<file path="src/rtl/mp_uart_pkg.sv">
package mp_uart_pkg;
   typedef enum logic [1:0] {
      ST_IDLE  = 2'd0,
      ST_START = 2'd1,
      ST_DATA  = 2'd2,
      ST_STOP  = 2'd3
   } rx_state_e;

   localparam int DEF_OVS    = 16;
   localparam int DEF_DW     = 8;
   localparam int DEF_SYNC   = 2;
   localparam int DEF_OVR_W  = 4;
endpackage

</file>
<file path="src/rtl/mp_uart_sync.sv">
module mp_uart_sync #(
   parameter int STAGES = 2
) (
   input  logic clk,
   input  logic rst_n,
   input  logic din,
   output logic dout
);
   generate
      if (STAGES < 1) begin : g_bad
         $error("mp_uart_sync: STAGES must be at least 1");
      end
   endgenerate

   logic [STAGES-1:0] pipe_q;

   generate
      for (genvar i = 0; i < STAGES; i++) begin : g_stage
         if (i == 0) begin : g_first
            always_ff @(posedge clk or negedge rst_n) begin
               if (!rst_n) pipe_q[0] <= 1'b1;
               else        pipe_q[0] <= din;
            end
         end else begin : g_next
            always_ff @(posedge clk or negedge rst_n) begin
               if (!rst_n) pipe_q[i] <= 1'b1;
               else        pipe_q[i] <= pipe_q[i-1];
            end
         end
      end
   endgenerate

   assign dout = pipe_q[STAGES-1];
endmodule

</file>
<file path="src/rtl/mp_uart_frame.sv">
module mp_uart_frame
   import mp_uart_pkg::*;
#(
   parameter int OVS = DEF_OVS,
   parameter int DW  = DEF_DW
) (
   input  logic          clk,
   input  logic          rst_n,
   input  logic          tick,
   input  logic          en,
   input  logic          nine_bit,
   input  logic          rx,
   output logic          frm_valid,
   output logic [DW:0]   frm_data,
   output logic          frm_stop
);
   localparam int CW  = $clog2(OVS);
   localparam int BW  = $clog2(DW + 1);
   localparam int MID = OVS / 2;
   localparam logic [CW-1:0] C_S0   = CW'(MID - 1);
   localparam logic [CW-1:0] C_S1   = CW'(MID);
   localparam logic [CW-1:0] C_VOTE = CW'(MID + 1);
   localparam logic [CW-1:0] C_LAST = CW'(OVS - 1);
   localparam logic [BW-1:0] B_LAST9 = BW'(DW);
   localparam logic [BW-1:0] B_LAST8 = BW'(DW - 1);

   generate
      if (OVS < 8 || (OVS & (OVS - 1)) != 0) begin : g_bad_ovs
         $error("mp_uart_frame: OVS must be a power of two, at least 8");
      end
      if (DW < 2) begin : g_bad_dw
         $error("mp_uart_frame: DW must be at least 2");
      end
   endgenerate

   rx_state_e     state_q;
   logic [CW-1:0] cnt_q;
   logic [BW-1:0] bit_q;
   logic [1:0]    smp_q;
   logic          rx_d_q;
   logic          maj;
   logic          vote_pt;
   logic          last_cnt;
   logic [BW-1:0] last_bit;

   always_comb begin
      maj      = (smp_q[1] & smp_q[0]) | (smp_q[1] & rx) | (smp_q[0] & rx);
      vote_pt  = tick && (cnt_q == C_VOTE);
      last_cnt = (cnt_q == C_LAST);
      last_bit = nine_bit ? B_LAST9 : B_LAST8;
   end

   always_ff @(posedge clk or negedge rst_n) begin
      if (!rst_n) begin
         state_q   <= ST_IDLE;
         cnt_q     <= '0;
         bit_q     <= '0;
         smp_q     <= '0;
         rx_d_q    <= 1'b1;
         frm_valid <= 1'b0;
         frm_data  <= '0;
         frm_stop  <= 1'b1;
      end else begin
         frm_valid <= 1'b0;
         rx_d_q    <= rx;
         if (!en) begin
            state_q <= ST_IDLE;
         end else if (state_q == ST_IDLE) begin
            if (rx_d_q && !rx) begin
               state_q <= ST_START;
               cnt_q   <= '0;
            end
         end else if (tick) begin
            cnt_q <= last_cnt ? '0 : cnt_q + 1'b1;
            if (cnt_q == C_S0 || cnt_q == C_S1) smp_q <= {smp_q[0], rx};
            if (vote_pt) begin
               case (state_q)
                  ST_START: if (maj) state_q <= ST_IDLE;
                  ST_DATA:  frm_data[bit_q] <= maj;
                  ST_STOP: begin
                     frm_valid <= 1'b1;
                     frm_stop  <= maj;
                     state_q   <= ST_IDLE;
                  end
                  default: ;
               endcase
            end
            if (last_cnt) begin
               case (state_q)
                  ST_START: begin
                     state_q  <= ST_DATA;
                     bit_q    <= '0;
                     frm_data <= '0;
                  end
                  ST_DATA: begin
                     if (bit_q == last_bit) state_q <= ST_STOP;
                     else                   bit_q   <= bit_q + 1'b1;
                  end
                  default: ;
               endcase
            end
         end
      end
   end
endmodule

</file>
<file path="src/rtl/mp_uart_accept.sv">
module mp_uart_accept #(
   parameter int DW         = 8,
   parameter bit ADDR_RECOG = 1'b1
) (
   input  logic          nine_bit,
   input  logic          mp_en,
   input  logic [DW-1:0] byte_in,
   input  logic          bit8,
   input  logic          stop_bit,
   input  logic [DW-1:0] given,
   input  logic [DW-1:0] mask,
   output logic          accept
);
   logic addr_ok;

   generate
      if (ADDR_RECOG) begin : g_recog
         logic hit_mask;
         logic hit_bcast;
         always_comb begin
            hit_mask  = ((byte_in ^ given) & mask) == '0;
            hit_bcast = byte_in == (given | mask);
            addr_ok   = hit_mask | hit_bcast;
         end
      end else begin : g_no_recog
         logic unused_ok;
         always_comb begin
            unused_ok = ^{given, mask, byte_in};
            addr_ok   = 1'b1;
         end
      end
   endgenerate

   always_comb begin
      if (!mp_en)        accept = 1'b1;
      else if (nine_bit) accept = bit8 & addr_ok;
      else               accept = stop_bit;
   end
endmodule

</file>
<file path="src/rtl/mp_uart_rx.sv">
module mp_uart_rx
   import mp_uart_pkg::*;
#(
   parameter int OVS        = DEF_OVS,
   parameter int DW         = DEF_DW,
   parameter int SYNC       = DEF_SYNC,
   parameter int OVR_W      = DEF_OVR_W,
   parameter bit ADDR_RECOG = 1'b1
) (
   input  logic             clk,
   input  logic             rst_n,
   input  logic             baud_tick,
   input  logic             rxd,
   input  logic             rx_en,
   input  logic             mode_lo,
   input  logic             mp_en,
   input  logic [DW-1:0]    addr_given,
   input  logic [DW-1:0]    addr_mask,
   input  logic             sel_fe,
   input  logic             shared_wr,
   input  logic             shared_wdata,
   output logic             shared_rd,
   input  logic             rd_clr,
   output logic [DW-1:0]    rx_data,
   output logic             rx_bit8,
   output logic             rx_done,
   output logic [OVR_W-1:0] overrun_cnt
   ,output logic            frame_err
);
   generate
      if (OVR_W < 1) begin : g_bad_ovr
         $error("mp_uart_rx: OVR_W must be at least 1");
      end
   endgenerate

   logic          rx_s;
   logic          mode_hi_q;
   logic          nine_bit;
   logic          fsm_en;
   logic          frm_valid;
   logic [DW:0]   frm_data;
   logic          frm_stop;
   logic          accept;
   logic          busy;

   assign nine_bit = mode_hi_q;
   assign fsm_en   = rx_en && (mode_hi_q || mode_lo);
   assign busy     = rx_done && !rd_clr;

   mp_uart_sync #(.STAGES(SYNC)) u_sync (
      .clk  (clk),
      .rst_n(rst_n),
      .din  (rxd),
      .dout (rx_s)
   );

   mp_uart_frame #(.OVS(OVS), .DW(DW)) u_frame (
      .clk      (clk),
      .rst_n    (rst_n),
      .tick     (baud_tick),
      .en       (fsm_en),
      .nine_bit (nine_bit),
      .rx       (rx_s),
      .frm_valid(frm_valid),
      .frm_data (frm_data),
      .frm_stop (frm_stop)
   );

   mp_uart_accept #(.DW(DW), .ADDR_RECOG(ADDR_RECOG)) u_accept (
      .nine_bit(nine_bit),
      .mp_en   (mp_en),
      .byte_in (frm_data[DW-1:0]),
      .bit8    (frm_data[DW]),
      .stop_bit(frm_stop),
      .given   (addr_given),
      .mask    (addr_mask),
      .accept  (accept)
   );

   always_ff @(posedge clk or negedge rst_n) begin
      if (!rst_n) begin
         rx_data     <= '0;
         rx_bit8     <= 1'b0;
         rx_done     <= 1'b0;
         overrun_cnt <= '0;
      end else begin
         if (rd_clr) rx_done <= 1'b0;
         if (frm_valid && accept) begin
            if (busy) begin
               overrun_cnt <= overrun_cnt + 1'b1;
            end else begin
               rx_data <= frm_data[DW-1:0];
               rx_bit8 <= nine_bit ? frm_data[DW] : frm_stop;
               rx_done <= 1'b1;
            end
         end
      end
   end

   always_ff @(posedge clk or negedge rst_n) begin
      if (!rst_n) begin
         frame_err <= 1'b0;
         mode_hi_q <= 1'b0;
      end else begin
         if (frm_valid && !frm_stop)    frame_err <= 1'b1;
         else if (shared_wr && sel_fe)  frame_err <= shared_wdata;
         if (shared_wr && !sel_fe)      mode_hi_q <= shared_wdata;
      end
   end

   assign shared_rd = sel_fe ? frame_err : mode_hi_q;
endmodule

</file>
<file path="config.mk">
export PLATFORM = sky130hd
export DESIGN_NAME = mp_uart_rx
export DESIGN_NICKNAME = d
export VERILOG_FILES = /design/src/rtl/mp_uart_pkg.sv /design/src/rtl/mp_uart_sync.sv /design/src/rtl/mp_uart_frame.sv /design/src/rtl/mp_uart_accept.sv /design/src/rtl/mp_uart_rx.sv
export SDC_FILE = /design/constraint.sdc
export NUM_CORES = 1
export LEC_CHECK = 0
export ABC_AREA = 1
export BUFFER_PORTS_ARGS = -buffer_cell sky130_fd_sc_hd__buf_2
export CORE_MARGIN = 2
export CORE_UTILIZATION = 40
export CTS_BUF_LIST = sky130_fd_sc_hd__clkbuf_2
export CTS_CLUSTER_DIAMETER = 50
export DETAILED_ROUTE_END_ITERATION = 7
export PLACE_DENSITY_LB_ADDON = 0.05
export SETUP_SLACK_MARGIN = 0.5
export SKIP_CTS_REPAIR_TIMING = 1
export SLEW_MARGIN = 20
export SYNTH_ARGS = -nofsm -noshare
export SYNTH_HDL_FRONTEND = slang
export SYNTH_SLANG_ARGS = --single-unit
</file>
<file path="constraint.sdc">
create_clock -name clk -period 3 [get_ports clk]
set_input_delay 0.15 -clock clk [delete_from_list [all_inputs] [get_ports clk]]
set_output_delay 0.15 -clock clk [all_outputs]
set_load 0.01 [all_outputs]
</file>
Yosys cells after proc, flatten, opt, wreduce, memory -nomap -nowiden
Index checks and enable logic that the tools add are counted.

operators by class
  add/subtract/negate cells = 3
  magnitude comparators = 2
  equality and inequality tests = 13
  muxes and demuxes = 38
  bitwise logic cells = 12
  reductions and logical operators = 28

operator list
  cell                                                count
  two-way mux 9 bit                                   4
  two-way mux 4 bit                                   6
  two-way mux 2 bit                                   8
  two-way mux 1 bit                                   15
  adder 4 x 1 -> 4 bit, second input constant         3
  equality test 4 bit, second input constant          3
  bitwise mux 9 bit                                   1
  logical AND 1 bit                                   9
  bitwise AND 8 bit                                   1
  equality test 8 bit                                 1
  zero test 8 bit                                     1
  OR 8 bit                                            1
  case mux 2 bit (2 select lines)                     2
  case mux 4 bit (2 select lines)                     1
  XOR 8 bit                                           1
  inequality test 3 bit, second input constant        2
  AND reduction 2 bit                                 3
  AND reduction 3 bit                                 2
  AND reduction 6 bit                                 1
  nonzero test 2 bit                                  3
  < comparator 4 x 5 -> 1 bit, second input constant  1
  AND reduction 5 bit                                 1
  bitwise AND 1 bit                                   4
  demux 1 bit (select 4 bit)                          1
  12 further kinds                                    21

word-level totals
  flip-flop bits (word level) = 42
  input port bits = 27
  output and inout bits = 16
  word-level logic and storage cells = 112

Depth between registers and ports, before layout
  depth after elaboration = 12
  gate-level depth with buffers = 13
  gate-level depth less buffers = 13

Hierarchy
From an unflattened synthesis, not the netlist that was laid out.

unflattened totals
  cells, all modules = 389
  area, all modules = 2,760.1 µm²

modules (own cells, without submodules)
  module          instances  cells an instance  area an instance (µm²)  seq. area each (µm²)
  mp_uart_frame   1          207                1,574.0                 603.1
  mp_uart_rx      1          84                 739.5                   400.4
  mp_uart_accept  1          96                 394.1                   0.0
  mp_uart_sync    1          2                  52.6                    52.6

Worst setup path after synthesis
Ideal clock, no wire load.

  kind = reg2reg
  start = register u_frame.state_q[0]
  end = register u_frame.frm_data[0]
  setup time = 0.083 ns
  arrival = 1.481 ns
  required time = 2.917 ns
  path slack = 1.436 ns
  cell stages (with the launch flop) = 10
  path buffers = 1
  clock period less this slack = 1.564 ns
  cell sequence = dfrtp_1 -> inv_1 -> ha_1 -> clkbuf_1 -> nand2_1 -> nor2_1 -> nand2_1 -> a21oi_1 -> o21ai_0 -> o21ai_0

between the ends
  cells in the longest elaborated chain, start to end = 5
  elaborated cells between the ends (all ways) = 9
  those cells by class = 2 x eq/ne; 4 x mux; 1 x bitwise; 2 x reduce/logical

RTL lines
  item                            RTL line             source
  start: declaration              mp_uart_frame.sv:36  rx_state_e state_q;
  start signal: assignment        mp_uart_frame.sv:55  state_q <= ST_IDLE;
  start signal: assignment        mp_uart_frame.sv:67  state_q <= ST_IDLE;
  start signal: assignment        mp_uart_frame.sv:70  state_q <= ST_START;
  equality test 2 bit             mp_uart_frame.sv:77  case (state_q)
  two-way mux 9 bit               mp_uart_frame.sv:77
  two-way mux 9 bit               mp_uart_frame.sv:76  if (vote_pt) begin
  two-way mux 9 bit               mp_uart_frame.sv:89  case (state_q)
  two-way mux 9 bit               mp_uart_frame.sv:88  if (last_cnt) begin
  end signal: indexed assignment  mp_uart_frame.sv:79  ST_DATA: frm_data[bit_q] <= maj;
  end: declaration                mp_uart_frame.sv:14  output logic [DW:0] frm_data,

Parallel ways exist; a longest one is shown, timed or not.
A chain may end at the register's enable or synchronous reset.

Worst setup path in the final report
  start = register u_frame.state_q[0]
  end = register u_frame.frm_data[3]

The elaborated chain is that of the path after synthesis.

==> impl_metrics.tcl <==
set metrics [dict create \
    numClockSinks 42 \
    slowest_delay_ps 490 \
    cts_buffers 5 \
    synth_top_family_by_area "simple AND/OR/NAND/NOR gates" \
    power_density_nw_per_um2 470 \
    nets 438 \
    path_class "reg2reg" \
    endpoint_kind "flip-flop" \
    antenna_found_initial 0 \
    path_cells "inv_1, ha_1, inv_1, nand3_1, inv_1, o21ai_2, a21oi_1, o21ai_0, o21ai_0" \
    syn_nets 391 \
    setup_violations 0 \
    syn_to_final_growth_pct 13.7 \
    synth_xor_area_share_pct 1.34 \
    tritoncts "built" \
    grt_pass1_wl_um 9930 \
    overflow 0 \
    slowest_stage "dfrtp_1" \
    clockBufferDepth 2 \
    status "completed" \
    seq_area_frac_synth_pct 40.5 \
    finalHoldViolCount 0 \
    setup-tns-final_ps 0 \
    ir_drop_mv 0.222 \
    ant_nets 0 \
    num_vias 2361 \
    fp.coreArea_sq_um 6310 \
    netlist_area_sq_um 2610 \
    synth_cells 351 \
    fp.dieH_um 84.7 \
    drc_errors 0 \
    avgSynthCellArea_sq_um 7.43 \
    required_ps 3330 \
    io_pins 43 \
    power.leakage_nw 1.57 \
    synth_fa_ha_area_share_pct 6.24 \
    first_iter_violations 59 \
    drive_above_1_share_pct 15.5 \
    crit_fanout 12 \
    crit_arrival_ps 2360 \
    drt_wl_total_um 5860 \
    synthMuxAreaShare_pct 0.432 \
    worstMarginPinSlew_ps 599 \
    fp.dieW_um 84.7 \
    relSlewSlack_pct 60.1 \
    firstDrtPassIters 4 \
    hold_path_class "in2reg" \
    h-tree-depth 2 \
    gp_congestion 0.893 \
    routedWlPerCell_um 12.3 \
    fin_skew_ps 30.6 \
    clockRootBuffer "clkbuf_2" \
    whs_ps 32.2 \
    yosysUniqueCellTypes 31 \
    num_rows 29 \
    min_period_over_period_pct 67.9 \
    crit_path_start_kind "flip-flop" \
    dieArea_sq_um 7180 \
    place_hpwl_um 4350 \
    yosys.area_share.simple_pct 29.5 \
    rsz0062_at_grt "false" \
    period_needed_ps 2040 \
    grt_pass1_vias 2163 \
    fmax_ghz 0.491 \
    grt_max_degree 43 \
    synth_compound_area_share_pct 13.9 \
    clk_pin_slew_ps 240 \
    grtUsageTotal_pct 17.1 \
    start_util_pct 41.3 \
    drv_slew 0 \
    drv_cap 0 \
    crit_top_cell "inv_1" \
    synth_seq_cells 42 \
    port_buffers 42 \
    clk-insertion-delay-late_ps 420 \
    yosysWarningCount 0 \
    viasPerCell 4.96 \
    antenna_cells 0 \
]
==> cells in the final DEF (no fill, tap or decap), types with 3 or more instances in the layout <==
| cell | count |
|---|---|
| a21oi_1 | 13 |
| nor2_1 | 30 |
| clkbuf_2 | 6 |
| nand4_1 | 16 |
| o21ai_0 | 41 |
| ha_1 | 13 |
| dlygate4sd3_1 | 5 |
| inv_1 | 45 |
| o21a_1 | 3 |
| buf_2 | 41 |
| nand2_1 | 101 |
| nand3_1 | 19 |
| o211ai_1 | 3 |
| dfstp_2 | 4 |
| xor2_1 | 3 |
| dfrtp_1 | 38 |
==> cell type report <==
cell class / instances / area, sq um
sequential: 42 / 1060
clock buffer: 6 / 30.0
fill: 655 / 3350
clock inverter: 2 / 8.76
tap: 77 / 96.3
timing repair buffer: 47 / 263
inverter: 45 / 169
multi-input combinational: 257 / 1340
==> cell families after synthesis <==
family	count (synthesis)
compound gates	65
mux	1
simple gates	174
xor+xnor	4
fa+ha+maj	13
flops	42
buf+inv	52
==> power breakdown <==
group,total (mW),internal [mW],switching [mW]
Sequential,0.759,0.656,0.103
Combinational,0.384,0.145,0.238
Clock,0.249,0.0574,0.192
==> critical path, delay by kind of cell (launching register included) <==
kind                       cells  cell delay [ps]
buffers and inverters          3              520
AOI/OAI and AO/OA              4              540
DFF                            1              490
adders and majority gates      1              260
and+or+nand+nor                1              140
==> flip-flops by register name, indices dropped and copies added (netlist names) <==
name and flops:
rx_bit8 1, u_frame.frm_stop 1, u_frame.rx_d_q 1, u_frame.smp_q 2, mode_hi_q 1, u_frame.frm_valid 1
overrun_cnt 4, u_frame.bit_q 4, frame_err 1, u_frame.cnt_q 4, u_sync.pipe_q 1, u_frame.frm_data 9
u_frame.state_q 2, u_sync.dout 1, rx_done 1, rx_data 8
==> path summary, 6_finish.rpt <==
path / start / to / slack, ps / depth (start not counted)
max in group asynchronous: rst_n / u_frame.frm_stop / 2390 / 2
setup / recovery: u_frame.state_q[0] / u_frame.frm_data[3] / 960 / 9
hold / removal: sel_fe / frame_err / 30 / 3
min in group asynchronous: rst_n / u_frame.state_q[0] / 220 / 2
hold reg to reg: u_sync.pipe_q[0] / u_sync.dout / 380 / 0
setup reg to reg: u_frame.state_q[0] / u_frame.frm_data[3] / 960 / 9
==> routing by layer <==
layer,part of all wire (%),track usage (%),vias to the layer above
met2,47,28.3,46
li1,-,-,1233
met3,4.3,4.03,10
met4,1.5,5.34,0
met5,0,0,-
met1,47,22.1,1072
==> cell usage after synthesis (all sizes together) <==
library cell,number,share of area [%]
a31oi,1,0.24
a22oi,1,0.29
nand3,20,4.3
nor2,31,4.8
nor3,1,0.38
dfstp,4,4.0
mux2,1,0.43
or2,1,0.24
nand3b,1,0.29
xor2,3,1.0
nand2,103,15
nand4,16,3.8
a21boi,1,0.29
o21a,3,0.86
nor4,1,0.48
o211ai,3,0.86
ha,13,6.2
buf,4,1.2
xnor2,1,0.34
clkbuf,3,0.43
dfrtp,38,36
inv,45,6.5
o21ai,42,8.2
a21oi,14,3.1
==> through the flow <==
stage | setup WS (ps) | cell area (sq um) | cells | total power [mW] | utilization, %
floorplan | 1440 | 2610 | 351 | 1.02 | -
global placement | 1150 | 2870 | 463 | 1.14 | 45.5
detailed placement | 1060 | 2870 | 463 | 1.15 | 45.5
CTS | 981 | 2910 | 471 | 1.40 | 46.1
global route | 732 | 2960 | 476 | 1.52 | 46.9
finish | 962 | 2960 | 476 | 1.39 | 46.9
Note: power is estimated with default switching activity, not from simulation.
